===== config.mk =====
export PLATFORM = sky130hd
export DESIGN_NAME = i2cm_addr_match
export DESIGN_NICKNAME = d
export VERILOG_FILES = /design/src/rtl/i2cm_pkg.sv /design/src/rtl/i2cm_line_sync.sv /design/src/rtl/i2cm_cfg_regs.sv /design/src/rtl/i2cm_addr_cmp.sv /design/src/rtl/i2cm_addr_match.sv
export SDC_FILE = /design/constraint.sdc
export NUM_CORES = 1
export LEC_CHECK = 0
export ABC_AREA = 1
export BUFFER_PORTS_ARGS = -buffer_cell sky130_fd_sc_hd__buf_4
export CAP_MARGIN = 10
export CORE_MARGIN = 2
export CORE_UTILIZATION = 49
export DETAILED_ROUTE_END_ITERATION = 8
export PLACE_DENSITY_LB_ADDON = 0.08
export SYNTH_ARGS = -nofsm -noshare
export SYNTH_HDL_FRONTEND = slang
export SYNTH_HIERARCHICAL = 1
export SYNTH_SLANG_ARGS = --single-unit

===== constraint.sdc =====
create_clock -name clk -period 1.85 [get_ports clk]
set_input_delay 0.37 -clock clk [delete_from_list [all_inputs] [get_ports clk]]
set_output_delay 0.37 -clock clk [all_outputs]
set_load 0.02 [all_outputs]

===== src/rtl/i2cm_pkg.sv =====
package i2cm_pkg;

    localparam int unsigned ADDR_BITS = 8;
    localparam int unsigned CNT_W     = $clog2(ADDR_BITS + 1);
    localparam int unsigned HI_W      = 2;

    typedef logic [ADDR_BITS-1:0] abyte_t;

    // Register select codes for the write port
    localparam logic [1:0] SEL_OWN  = 2'd0;
    localparam logic [1:0] SEL_MASK = 2'd1;
    localparam logic [1:0] SEL_HI   = 2'd2;

    // Fixed prefix of a 10-bit header byte, bits 7:3
    localparam logic [4:0] HDR_TAG = 5'b11110;

    typedef struct packed {
        abyte_t          own;
        abyte_t          mask;
        logic [HI_W-1:0] hi;
        logic            ten_bit;
    } cfg_t;

    typedef struct packed {
        logic scl;
        logic sda;
        logic scl_rise;
        logic scl_fall;
        logic start;
        logic stop;
    } bus_ev_t;

    typedef enum logic [2:0] {
        ST_IDLE,
        ST_ADDR,
        ST_ACK,
        ST_HOLD,
        ST_SKIP
    } phase_t;

    function automatic logic masked_eq(abyte_t rx, abyte_t ref_v, abyte_t msk);
        return ((rx ^ ref_v) & msk) == '0;
    endfunction

endpackage


===== src/rtl/i2cm_line_sync.sv =====
module i2cm_line_sync
    import i2cm_pkg::*;
#(
    parameter int unsigned SYNC_STAGES = 2
) (
    input  logic    clk,
    input  logic    rst,
    input  logic    scl_i,
    input  logic    sda_i,
    output bus_ev_t ev
);
    localparam int unsigned LAST = SYNC_STAGES - 1;

    logic [SYNC_STAGES-1:0] scl_q, sda_q;
    logic scl_d, sda_d;

    generate
        if (SYNC_STAGES == 1) begin : g_one
            always_ff @(posedge clk) begin
                if (rst) begin
                    scl_q <= '1;
                    sda_q <= '1;
                end else begin
                    scl_q <= scl_i;
                    sda_q <= sda_i;
                end
            end
        end else begin : g_chain
            always_ff @(posedge clk) begin
                if (rst) begin
                    scl_q <= '1;
                    sda_q <= '1;
                end else begin
                    scl_q <= {scl_q[SYNC_STAGES-2:0], scl_i};
                    sda_q <= {sda_q[SYNC_STAGES-2:0], sda_i};
                end
            end
        end
    endgenerate

    always_ff @(posedge clk) begin
        if (rst) begin
            scl_d <= 1'b1;
            sda_d <= 1'b1;
        end else begin
            scl_d <= scl_q[LAST];
            sda_d <= sda_q[LAST];
        end
    end

    always_comb begin
        ev.scl      = scl_q[LAST];
        ev.sda      = sda_q[LAST];
        ev.scl_rise = scl_q[LAST] & ~scl_d;
        ev.scl_fall = ~scl_q[LAST] & scl_d;
        ev.start    = scl_q[LAST] & scl_d & sda_d & ~sda_q[LAST];
        ev.stop     = scl_q[LAST] & scl_d & ~sda_d & sda_q[LAST];
    end

    AST_START_STOP_EXCL: assert property (@(posedge clk) disable iff (rst)
        !(ev.start && ev.stop));

endmodule


===== src/rtl/i2cm_cfg_regs.sv =====
module i2cm_cfg_regs
    import i2cm_pkg::*;
(
    input  logic       clk,
    input  logic       rst,
    input  logic       wr_en,
    input  logic [1:0] wr_sel,
    input  abyte_t     wr_data,
    input  logic       mode_10b,
    input  logic       load,
    output cfg_t       active
);
    cfg_t live;

    always_ff @(posedge clk) begin
        if (rst) begin
            live.own     <= '0;
            live.mask    <= '1;
            live.hi      <= '0;
        end else if (wr_en) begin
            case (wr_sel)
                SEL_OWN:  live.own  <= wr_data;
                SEL_MASK: live.mask <= wr_data;
                SEL_HI:   live.hi   <= wr_data[HI_W-1:0];
                default:  ;
            endcase
        end
    end

    always_comb live.ten_bit = mode_10b;

    always_ff @(posedge clk) begin
        if (rst) begin
            active.own     <= '0;
            active.mask    <= '1;
            active.hi      <= '0;
            active.ten_bit <= 1'b0;
        end else if (load) begin
            active <= live;
        end
    end

    AST_CFG_FROZEN: assert property (@(posedge clk) disable iff (rst)
        !load |=> $stable(active));

endmodule


===== src/rtl/i2cm_addr_cmp.sv =====
module i2cm_addr_cmp
    import i2cm_pkg::*;
(
    input  abyte_t rx,
    input  cfg_t   cfg,
    input  logic   second,
    output logic   hit
);
    logic hdr_ok, low_ok, short_ok;

    always_comb begin
        hdr_ok   = (rx[7:3] == HDR_TAG) && (rx[2:1] == cfg.hi);
        low_ok   = masked_eq(rx, cfg.own, cfg.mask);
        short_ok = masked_eq(rx, cfg.own, {cfg.mask[ADDR_BITS-1:1], 1'b0});
        if (cfg.ten_bit) hit = second ? low_ok : hdr_ok;
        else             hit = short_ok;
    end

endmodule


===== src/rtl/i2cm_addr_match.sv =====
module i2cm_addr_match
    import i2cm_pkg::*;
#(
    parameter int unsigned SYNC_STAGES = 2
) (
    input  logic       clk,
    input  logic       rst,
    input  logic       scl_i,
    input  logic       sda_i,
    output logic       sda_oe,
    input  logic       mode_10b,
    input  logic       wr_en,
    input  logic [1:0] wr_sel,
    input  logic [7:0] wr_data,
    output logic       match_pulse,
    output logic       rw_bit,
    output logic       busy
);
    localparam logic [CNT_W-1:0] FULL = CNT_W'(ADDR_BITS);

    bus_ev_t          ev;
    cfg_t             cfg;
    phase_t           phase;
    logic [CNT_W-1:0] cnt;
    abyte_t           shreg;
    logic             second;
    logic             hit;

    i2cm_line_sync #(.SYNC_STAGES(SYNC_STAGES)) u_sync (
        .clk   (clk),
        .rst   (rst),
        .scl_i (scl_i),
        .sda_i (sda_i),
        .ev    (ev)
    );

    i2cm_cfg_regs u_regs (
        .clk      (clk),
        .rst      (rst),
        .wr_en    (wr_en),
        .wr_sel   (wr_sel),
        .wr_data  (wr_data),
        .mode_10b (mode_10b),
        .load     (ev.start),
        .active   (cfg)
    );

    i2cm_addr_cmp u_cmp (
        .rx     (shreg),
        .cfg    (cfg),
        .second (second),
        .hit    (hit)
    );

    always_ff @(posedge clk) begin
        if (rst) begin
            phase       <= ST_IDLE;
            cnt         <= '0;
            shreg       <= '0;
            second      <= 1'b0;
            sda_oe      <= 1'b0;
            match_pulse <= 1'b0;
            rw_bit      <= 1'b0;
            busy        <= 1'b0;
        end else begin
            match_pulse <= 1'b0;
            if (ev.start) begin
                phase  <= ST_ADDR;
                cnt    <= '0;
                second <= 1'b0;
                sda_oe <= 1'b0;
                busy   <= 1'b1;
            end else if (ev.stop) begin
                phase  <= ST_IDLE;
                cnt    <= '0;
                sda_oe <= 1'b0;
                busy   <= 1'b0;
            end else begin
                case (phase)
                    ST_ADDR: begin
                        if (ev.scl_rise && cnt != FULL) begin
                            shreg <= {shreg[ADDR_BITS-2:0], ev.sda};
                            cnt   <= cnt + 1'b1;
                        end else if (ev.scl_fall && cnt == FULL) begin
                            if (hit) begin
                                sda_oe <= 1'b1;
                                phase  <= ST_ACK;
                                if (!second) rw_bit <= shreg[0];
                            end else begin
                                phase <= ST_SKIP;
                            end
                        end
                    end
                    ST_ACK: begin
                        if (ev.scl_fall) begin
                            sda_oe <= 1'b0;
                            cnt    <= '0;
                            if (cfg.ten_bit && !second) begin
                                second <= 1'b1;
                                phase  <= ST_ADDR;
                            end else begin
                                match_pulse <= 1'b1;
                                phase       <= ST_HOLD;
                            end
                        end
                    end
                    default: ;
                endcase
            end
        end
    end

    AST_QUIET_WHEN_FREE: assert property (@(posedge clk) disable iff (rst)
        !busy |-> !sda_oe);
    AST_STOP_FREES_BUS: assert property (@(posedge clk) disable iff (rst)
        ev.stop |=> !busy);
    AST_PULSE_SINGLE: assert property (@(posedge clk) disable iff (rst)
        match_pulse |=> !match_pulse);
    AST_PULSE_AFTER_ACK: assert property (@(posedge clk) disable iff (rst)
        $rose(match_pulse) |-> $past(sda_oe));
    AST_NO_PULSE_ON_HDR: assert property (@(posedge clk) disable iff (rst)
        match_pulse |-> (second || !cfg.ten_bit));
    AST_SKIP_SILENT: assert property (@(posedge clk) disable iff (rst)
        (phase == ST_SKIP) |-> !sda_oe);

endmodule


==> results by group, run 1 <==
Placement
  • Dpl hpwl: 4080 um
  • DP Area: 3010 sq um
  • IO Port Bufs: 19
  • RD Place Congestion: 0.842

Logic synthesis
  • Mean post-synth cell area: 7.07 sq um
  • Mapped cell area: 2860 sq um
  • Yosys warns: 6
  • Post-Syn Instances: 404
  • Syn_nets: 422

Die
  • Die Width: 80.3 um
  • IO Pins: 20
  • CORE AREA: 5570 sq um
  • Row cnt: 27
  • Die area: 6450 sq um
  • Initial core utilization: 51.2%
  • Die Y: 80.3 um

Clocking
  • H-tree depth: 3
  • CTS sink count: 63
  • Clock tree buffer depth: 2
  • CTS Buf Count: 9
  • Clock latency on the worst-skew pair: 330 ps
  • Setup bufs post-CTS: 0
  • Root buf cell: clkbuf_8
  • CTS tree: yes
  • Clock-pin slew on the worst setup and hold paths: 70 ps
  • CTS Hold Bufs: 0
  • CTS resizes: 0

Pwr
  • Pwr/cell area: 953 nW/um^2
  • Leak: 1.54 nW
  • Peak supply drop: 586 uV
  • Power after layout: 3.08 mW

STA
  • Hold violation total from the final report: 0
  • Max Clock Skew: 6.64 ps
  • Period utilization: 87.6%
  • Unrepaired setup endpoints after global routing: false
  • Final setup fails: 0
  • Tmin final: 1620 ps
  • Slew Viols, Final: 0
  • Fmax achieved: 617 MHz
  • Hold WS: 214 ps
  • Relative slew slack: 70.1%
  • Setup TNS: 0 ps
  • Worst-Margin Slew: 446 ps

Cells and area
  • Layout cells sized above 1: 14.2%
  • Ant diodes: 0
  • P&R area growth vs syn: 13.4%
  • Final core utilization: 58.1%
  • Nets: 442
  • Final instance area: 3240 sq um

Worst setup path
  • CP arrival: 1850 ps
  • Crit path max fanout: 6
  • CP dominant cell by count: nand2_1
  • Cell Chain, Critical Path: nand2_1 -> nand3_1 -> nand2_1 -> nor2_1 -> nand2_1 -> a21oi_2 -> inv_1 -> nor3_1 -> nand2_1 -> nor2_1 -> nand2_1 -> nand2_1 -> nor2_1
  • Setup crit start kind: flop
  • CP delay by family, top: simple AND/OR/NAND/NOR gates
  • Reg-to-reg slack, setup: 230 ps
  • Crit path largest cell delay: 410 ps
  • Worst path slowest cell: dfxtp_1
  • Worst r2r dst: rw_bit
  • Reg-to-Reg Start: shreg[1]
  • Setup crit end kind: flop
  • Crit Path Class: reg2reg
  • Worst path bufs/invs: 1
  • R2R cell count: 13
  • Worst path required time: 2080 ps

Worst hold path
  • WHS Path Cells: 2
  • Hold endpoint: u_sync/scl_q[0]
  • Hold Path Class: in2reg
  • Min-delay src: scl_i

Detailed routing
  • Wire length per cell: 11.6 um
  • Drt initial violations: 124
  • Routed vias/inst: 4.79
  • Residual DRC: 0
  • Router iterations before antenna repair: 4
  • Routed WL: 5830 um
  • Post-detailed-route count of antenna-violating nets: 0
  • Vias: 2398

Outcome
  • Outcome: complete, no violations

GRT
  • Largest net degree at the start of global routing: 27
  • First-pass GRT wire length: 10500 um
  • Antenna violations before repair: 0
  • Number of global-route vias before repair: 2297
  • GRT Total Usage: 20.8%
  • GRT Residual Overflow: 0

Flow run
  • MaxCap Viol Count: 0
## cell usage in the layout (no fill, tap or decap)
cell type  instances
nand4_2            1
buf_4             21
xor2_1             1
inv_2              7
clkinv_4           1
nor2_2             2
nor2_4             2
inv_1             45
clkinv_2           1
ha_1               2
o211ai_1           1
o21ai_1            2
dfxtp_1           63
nand3_4            2
nand3_2            4
nand3_1           34
bufinv_16          2
nand2_1           93
nor3_1             2
o21ai_0           19
a21oi_1           16
clkbuf_1           2
or2_1              4
nor2_1            72
nand2_2            4
a21oi_2            2
clkbuf_8          11
nand4_1           11
nand2_4            1
clkinv_1           1
## sequential cells by signal (all words and copies together) (netlist names)
name           flops
u_regs/active     19
rw_bit             1
phase              3
u_sync/scl_q       2
u_sync/scl_d       1
match_pulse        1
sda_oe             1
cnt                4
u_sync/sda_q       2
busy               1
second             1
u_sync/sda_d       1
u_regs/live       18
shreg              8
## power breakdown
| group | internal (mW) | switching, mW |
|---|---|---|
| registers | 1.41 | 0.0368 |
| clock network | 0.832 | 0.513 |
| logic | 0.108 | 0.182 |
| total | 2.35 | 0.732 |
## routing by layer
metal | vias up | part of all wire [%] | global-route usage (%)
met5 | - | 0 | 0
met4 | 0 | 1.6 | 10.3
met3 | 8 | 3.6 | 4.04
met2 | 36 | 42 | 30.7
met1 | 1042 | 53 | 29.1
li1 | 1312 | - | -
## area by class of cell
type | instances | area [sq um]
fillers | 556 | 2340
multi-input cells | 275 | 1300
flip-flops and latches | 63 | 1260
inverters | 54 | 208
clock buffers | 13 | 159
repair buffers | 21 | 158
well taps | 72 | 90.1
clock inverters | 3 | 65.1
## stage by stage
stage | instances | worst slack, ps
finish | 501 | 229
global route | 501 | 102
CTS | 501 | 217
detailed placement | 485 | 265
global placement | 485 | 265
floorplan | 404 | 435
## worst max-delay path by stage
stage	from	to	slack, ps	cells after the start
final	shreg[1]	rw_bit	230	13
after global routing	shreg[6]	rw_bit	100	13
after CTS	shreg[6]	rw_bit	220	13
after detailed placement	shreg[2]	rw_bit	270	13
after global placement	shreg[1]	rw_bit	260	13
after floorplan	shreg[1]	rw_bit	430	13
Power figures use the tool's default switching activity.
==> inputs of run 2 (changes only) <==
--- a/config.mk
+++ b/config.mk
@@ -9,9 +9,10 @@
 export BUFFER_PORTS_ARGS = -buffer_cell sky130_fd_sc_hd__buf_4
 export CAP_MARGIN = 10
 export CORE_MARGIN = 2
-export CORE_UTILIZATION = 49
+export CORE_UTILIZATION = 45
 export DETAILED_ROUTE_END_ITERATION = 8
 export PLACE_DENSITY_LB_ADDON = 0.08
+export REMOVE_ABC_BUFFERS = 1
 export SYNTH_ARGS = -nofsm -noshare
 export SYNTH_HDL_FRONTEND = slang
 export SYNTH_HIERARCHICAL = 1
==> run 2 against run 1 <==
Net effect: sequential power about the same; sequential share of layout area increased by 0.59 points; power decreased by 11%; count of clock-buffer cells in the layout fell by 2; global-route usage is 3.2 points lower; core utilization decreased by 6.9 points; cell area down 1.4%; cell count is 0.80% higher; critical path depth unchanged; die area is 8.4% higher; register-to-register slack improved by 40 ps.
==> results by group, run 2 (synthesis results as in run 1) <==
Outcome
  • Outcome: complete, no violations

Placement
  • Dpl hpwl: 3950 um (-3.0%)
  • IO Port Bufs: 19 (unchanged)
  • RD Place Congestion: 0.758 (-10%)

Detailed routing
  • Vias: 2372 (-1.1%)
  • Routed WL: 5510 um (-5.5%)
  • Router iterations before antenna repair: 4 (unchanged)
  • Routed vias/inst: 4.70 (-1.9%)
  • Wire length per cell: 10.9 um (-6.2%)
  • Drt initial violations: 106 (-15%)
  • Residual DRC: 0 (unchanged)
  • Post-detailed-route count of antenna-violating nets: 0 (unchanged)

Flow run
  • MaxCap Viol Count: 0 (unchanged)

Cells and area
  • P&R area growth vs syn: 11.8%
  • Largest Register: u_regs/active
  • Layout cells sized above 1: 15.0% (+0.73 points)
  • Most common cell after layout, fill and taps aside: nand2_1
  • Max reg flops: 19 (unchanged)
  • Ant diodes: 0 (unchanged)
  • Most frequent cells in the layout: nand2_1 (93), nor2_1 (71), dfxtp_1 (62)
  • Biggest regs: u_regs/active (19), u_regs/live (18), shreg (8)
  • Nets: 442 (unchanged)

Die
  • IO Pins: 20 (unchanged)
  • CORE AREA: 6240 sq um (+12%)
  • Die Width: 83.7 um (+4.1%)
  • Initial core utilization: 45.7% (-5.5 points)
  • Die area: 7000 sq um (+8.4%)
  • Die Y: 83.7 um (+4.1%)
  • Row cnt: 29 (+7.4%)

STA
  • Worst-Margin Slew: 481 ps (+34.2 ps)
  • Unrepaired setup endpoints after global routing: false
  • Final setup fails: 0 (unchanged)
  • Relative slew slack: 67.8% (-2.3 points)
  • Hold WS: 216 ps (+1.95 ps)
  • Tmin final: 1580 ps (-44.1 ps)
  • Max Clock Skew: 10.2 ps (+3.52 ps)
  • Hold violation total from the final report: 0 (unchanged)
  • Slew Viols, Final: 0 (unchanged)
  • Period utilization: 85.2% (-2.4 points)
  • Fmax achieved: 634 MHz (+2.8%)

GRT
  • GRT Residual Overflow: 0 (unchanged)
  • GRT Total Usage: 17.7% (-3.2 points)
  • Antenna violations before repair: 0 (unchanged)
  • First-pass GRT wire length: 10200 um (-2.8%)
  • Largest net degree at the start of global routing: 27 (unchanged)
  • Number of global-route vias before repair: 2329 (+1.4%)

Clocking
  • Clock-pin slew on the worst setup and hold paths: 70 ps (about the same)
  • CTS Hold Bufs: 0 (unchanged)
  • Root buf cell: clkbuf_8
  • CTS sink count: 63 (unchanged)
  • Clock latency on the worst-skew pair: 330 ps (about the same)
  • CTS Buf Count: 9 (unchanged)
  • Clock tree buffer depth: 2 (unchanged)
  • CTS tree: yes
  • H-tree depth: 3 (unchanged)

Worst setup path
  • Reg-to-reg slack, setup: 270 ps (+40 ps)
  • Crit path max fanout: 5 (-1)
  • Worst path required time: 2070 ps (about the same)
  • Setup crit end kind: flop
  • CP arrival: 1800 ps (-50 ps)
  • Setup crit start kind: flop
  • Crit Path Class: reg2reg

Pwr
  • Peak supply drop: 353 uV (-40%)
  • Leak: 1.51 nW (-1.7%)
  • Pwr/cell area: 859 nW/um^2 (-9.8%)
  • Power after layout: 2.74 mW (-11%)

Worst hold path
  • Hold Path Class: in2reg
-- run 2: cell type report --
type | count | area (sq um)
clock inverter | 4 | 22.5
fill | 641 | 3050
clock buffer | 11 | 141
timing repair buffer | 21 | 158
tap | 77 | 96.3
sequential | 63 | 1260
multi-input combinational | 275 | 1300
inverter | 54 | 208
-- run 2: worst max-delay path, stage by stage, from the launching register on --
cell and delay, ps:
dfxtp_1 400, nand2_1 80, nor2_1 120, nand3_1 80, nor2_1 100, nor2_1 60
a21oi_2 100, inv_1 80, nor3_2 140, nand2_1 70, nor2_2 100, nand2_1 60
nand2_1 50, nor2_1 40
-- run 2: power breakdown --
group	switching, mW	internal, mW
Combinational	0.180	0.109
Sequential	0.0345	1.41
Clock	0.498	0.508
-- run 2: what timing repair did --
| item | in CTS | in global routing |
|---|---|---|
| resized for setup | 0 | 3 |
| buffers inserted | 0 | 0 |
| endpoints found under the setup margin | 0 | 1 |
-- run 2: worst paths after layout --
kind,start,cells past startpoint,end
hold / removal,scl_i,2,u_sync/scl_q[0]
hold reg to reg,u_sync/scl_q[0],1,u_sync/scl_q[1]
setup / recovery,shreg[6],13,rw_bit
setup reg to reg,shreg[6],13,rw_bit
-- run 2: layer usage --
| layer | GRT usage [%] | vias up | part of all wire (%) |
|---|---|---|---|
| li1 | - | 1304 | - |
| met1 | 21.9 | 1040 | 50 |
| met2 | 29.3 | 24 | 46 |
| met4 | 6.60 | 0 | 1.1 |
| met5 | 0 | - | 0 |
| met3 | 4.95 | 4 | 2.9 |
-- run 2: metrics by stage --
step	area [sq um]	instances	setup TNS (ps)	setup slack (ps)	utilization, %
global route	3190	505	0	0.819	51.1
CTS	3180	505	0	212	51.0
detailed placement	3020	490	0	237	48.4
floorplan	2770	392	-375	-46.9	-
finish	3190	505	0	273	51.1
global placement	3020	490	0	253	48.4
==> inputs of run 3 (changes only) <==
--- a/config.mk
+++ b/config.mk
@@ -10,8 +10,9 @@
 export CAP_MARGIN = 10
 export CORE_MARGIN = 2
 export CORE_UTILIZATION = 45
+export CTS_BUF_LIST = sky130_fd_sc_hd__clkbuf_8
 export DETAILED_ROUTE_END_ITERATION = 8
-export PLACE_DENSITY_LB_ADDON = 0.08
+export PLACE_DENSITY = 0.72
 export REMOVE_ABC_BUFFERS = 1
 export SYNTH_ARGS = -nofsm -noshare
 export SYNTH_HDL_FRONTEND = slang
==> constraint.sdc (replaced) <==
create_clock -name clk -period 2 [get_ports clk]
set_input_delay 0.4 -clock clk [delete_from_list [all_inputs] [get_ports clk]]
set_output_delay 0.4 -clock clk [all_outputs]
set_load 0.02 [all_outputs]
==> run 3 against run 2 <==
Net effect: clock power is 17% higher; sequential share of layout area down 0.62 points; cell count up 0.40%; largest cell class unchanged; clock skew is essentially flat; cell area rose by 1.5%; count of clock-buffer cells in the layout decreased by 2; hold slack better by 25 ps; via count increased by 3.2%; critical path type unchanged; non-clock buffer count rose by 1; die area stayed put; power is 1.4% higher.
==> results by group, run 3 (synthesis results as in run 1) <==
Outcome
  • Outcome: complete, no violations

Die
  • Die Width: 83.7 um (unchanged)
  • Initial core utilization: 45.7% (unchanged)
  • Row cnt: 29 (unchanged)
  • Die area: 7000 sq um (unchanged)
  • CORE AREA: 6240 sq um (unchanged)
  • Die Y: 83.7 um (unchanged)
  • IO Pins: 20 (unchanged)

STA
  • Worst-Margin Slew: 765 ps (+284 ps)
  • Max Clock Skew: 10.0 ps (-0.136 ps)
  • Setup TNS: 0 ps (unchanged)
  • Fmax achieved: 616 MHz (-2.8%)
  • Tmin final: 1620 ps (+46.1 ps)
  • Hold violation total from the final report: 0 (unchanged)
  • Relative slew slack: 48.7% (-19 points)
  • Slew Viols, Final: 0 (unchanged)
  • Unrepaired setup endpoints after global routing: false
  • Period utilization: 81.2% (-4.1 points)
  • Final setup fails: 0 (unchanged)
  • Hold WS: 241 ps (+24.6 ps)

Detailed routing
  • Vias: 2448 (+3.2%)
  • Residual DRC: 0 (unchanged)
  • Wire length per cell: 10.7 um (-2.2%)
  • Routed vias/inst: 4.83 (+2.8%)
  • Post-detailed-route count of antenna-violating nets: 0 (unchanged)
  • Drt initial violations: 92 (-13%)
  • Router iterations before antenna repair: 4 (unchanged)
  • Routed WL: 5410 um (-1.8%)

GRT
  • Antenna violations before repair: 0 (unchanged)
  • GRT Residual Overflow: 0 (unchanged)
  • Largest net degree at the start of global routing: 31 (+15%)
  • First-pass GRT wire length: 9830 um (-3.3%)
  • Number of global-route vias before repair: 2301 (-1.2%)
  • GRT Total Usage: 16.9% (-0.80 points)

Worst setup path
  • Worst path bufs/invs: 1 (unchanged)
  • Worst path slowest cell: dfxtp_1
  • Crit Path Class: reg2reg
  • Reg-to-reg slack, setup: 380 ps (+100 ps)
  • Crit path max fanout: 6 (+1)
  • CP arrival: 1860 ps (+60 ps)
  • CP delay by family, top: simple AND/OR/NAND/NOR gates
  • Cell Chain, Critical Path: nand2_1 -> nand3_1 -> nand2_1 -> nor2_1 -> nand2_1 -> a21oi_2 -> inv_1 -> nor3_1 -> nand2_1 -> nor2_1 -> nand2_1 -> nand2_1 -> nor2_1
  • Crit path largest cell delay: 420 ps (+20 ps)
  • Setup crit end kind: flop
  • R2R cell count: 13 (unchanged)
  • Setup crit start kind: flop
  • CP dominant cell by count: nand2_1
  • Reg-to-Reg Start: shreg[1]
  • Worst r2r dst: rw_bit
  • Worst path required time: 2230 ps (+160 ps)

Placement
  • DP Cell Count: 491 (+0.20%)
  • Dpl hpwl: 3800 um (-3.8%)
  • IO Port Bufs: 19 (unchanged)
  • RD Place Congestion: 0.777 (+2.6%)

Flow run
  • MaxCap Viol Count: 0 (unchanged)

Clocking
  • CTS Buf Count: 9 (unchanged)
  • Clock tree buffer depth: 2 (unchanged)
  • CTS resizes: 0 (unchanged)
  • Root buf cell: clkbuf_8
  • Setup bufs post-CTS: 0 (unchanged)
  • Clock-pin slew on the worst setup and hold paths: 70 ps (about the same)
  • H-tree depth: 3 (unchanged)
  • CTS tree: yes
  • CTS Hold Bufs: 0 (unchanged)
  • Clock latency on the worst-skew pair: 340 ps (about the same)
  • CTS sink count: 63 (unchanged)

Cells and area
  • Ant diodes: 0 (unchanged)
  • Biggest regs: u_regs/active (19), u_regs/live (18), shreg (8)
  • Max reg flops: 19 (unchanged)
  • Most frequent cells in the layout: nand2_1 (93), nor2_1 (72), dfxtp_1 (63)
  • Seq. cell area: 1260 sq um (about the same)
  • Nets: 443 (+0.23%)
  • Most common cell after layout, fill and taps aside: nand2_1
  • Area used by multi-input combinational logic: 1300 sq um (-0.58%)
  • Post-Layout Cell Count: 507 (+0.40%)
  • P&R area growth vs syn: 13.5%
  • Fillers: 615 (-4.1%)
  • Largest Register: u_regs/active
  • Layout cells sized above 1: 14.7% (-0.30 points)

Worst hold path
  • WHS Path Cells: 2 (unchanged)
  • Hold endpoint: u_sync/scl_q[0]
  • Hold Path Class: in2reg
  • Min-delay src: scl_i

Pwr
  • Leak: 1.53 nW (+1.6%)
  • Power after layout: 2.78 mW (+1.4%)
  • Peak supply drop: 464 uV (+31%)
  • Pwr/cell area: 859 nW/um^2 (about the same)
run 3: power breakdown:
part / leakage [nW] / switching (mW) / internal (mW)
logic: 0.913 / 0.166 / 0.101
registers: 0.514 / 0.0315 / 1.31
clock network: 0.106 / 0.485 / 0.692
run 3: final cells by class:
type                    count  share of cell area [%]
multi-input cells         275                    40.0
clock inverters             7                    2.74
repair buffers             22                    5.10
clock buffers               9                    3.82
well taps                  77                    2.97
flip-flops and latches     63                    38.9
inverters                  54                    6.41
run 3: layer usage:
metal  vias up  global-route usage, %  share of wire, %
li1       1313                      -                 -
met1      1095                   20.7                48
met2        35                   27.9                47
met3         5                   5.64               3.7
met4         0                   5.57              0.70
met5         -                      0                 0
run 3: worst max path at each step:
stage                    startpoint         endpoint  cells past startpoint
finish                     shreg[1]           rw_bit                     13
global route               shreg[1]           rw_bit                     13
CTS                        shreg[1]           rw_bit                     13
detailed placement              rst   u_regs/live[1]                      5
global placement                rst  u_regs/live[13]                      5
floorplan           u_sync/scl_q[1]         shreg[1]                      9
run 3: stage by stage:
stage	utilization, %	setup WS (ps)	area (sq um)
after global routing	51.9	161	3240
after floorplan	-	103	2770
final	51.9	377	3240
after detailed placement	48.5	268	3030
after global placement	48.5	271	3030
after CTS	51.9	362	3240
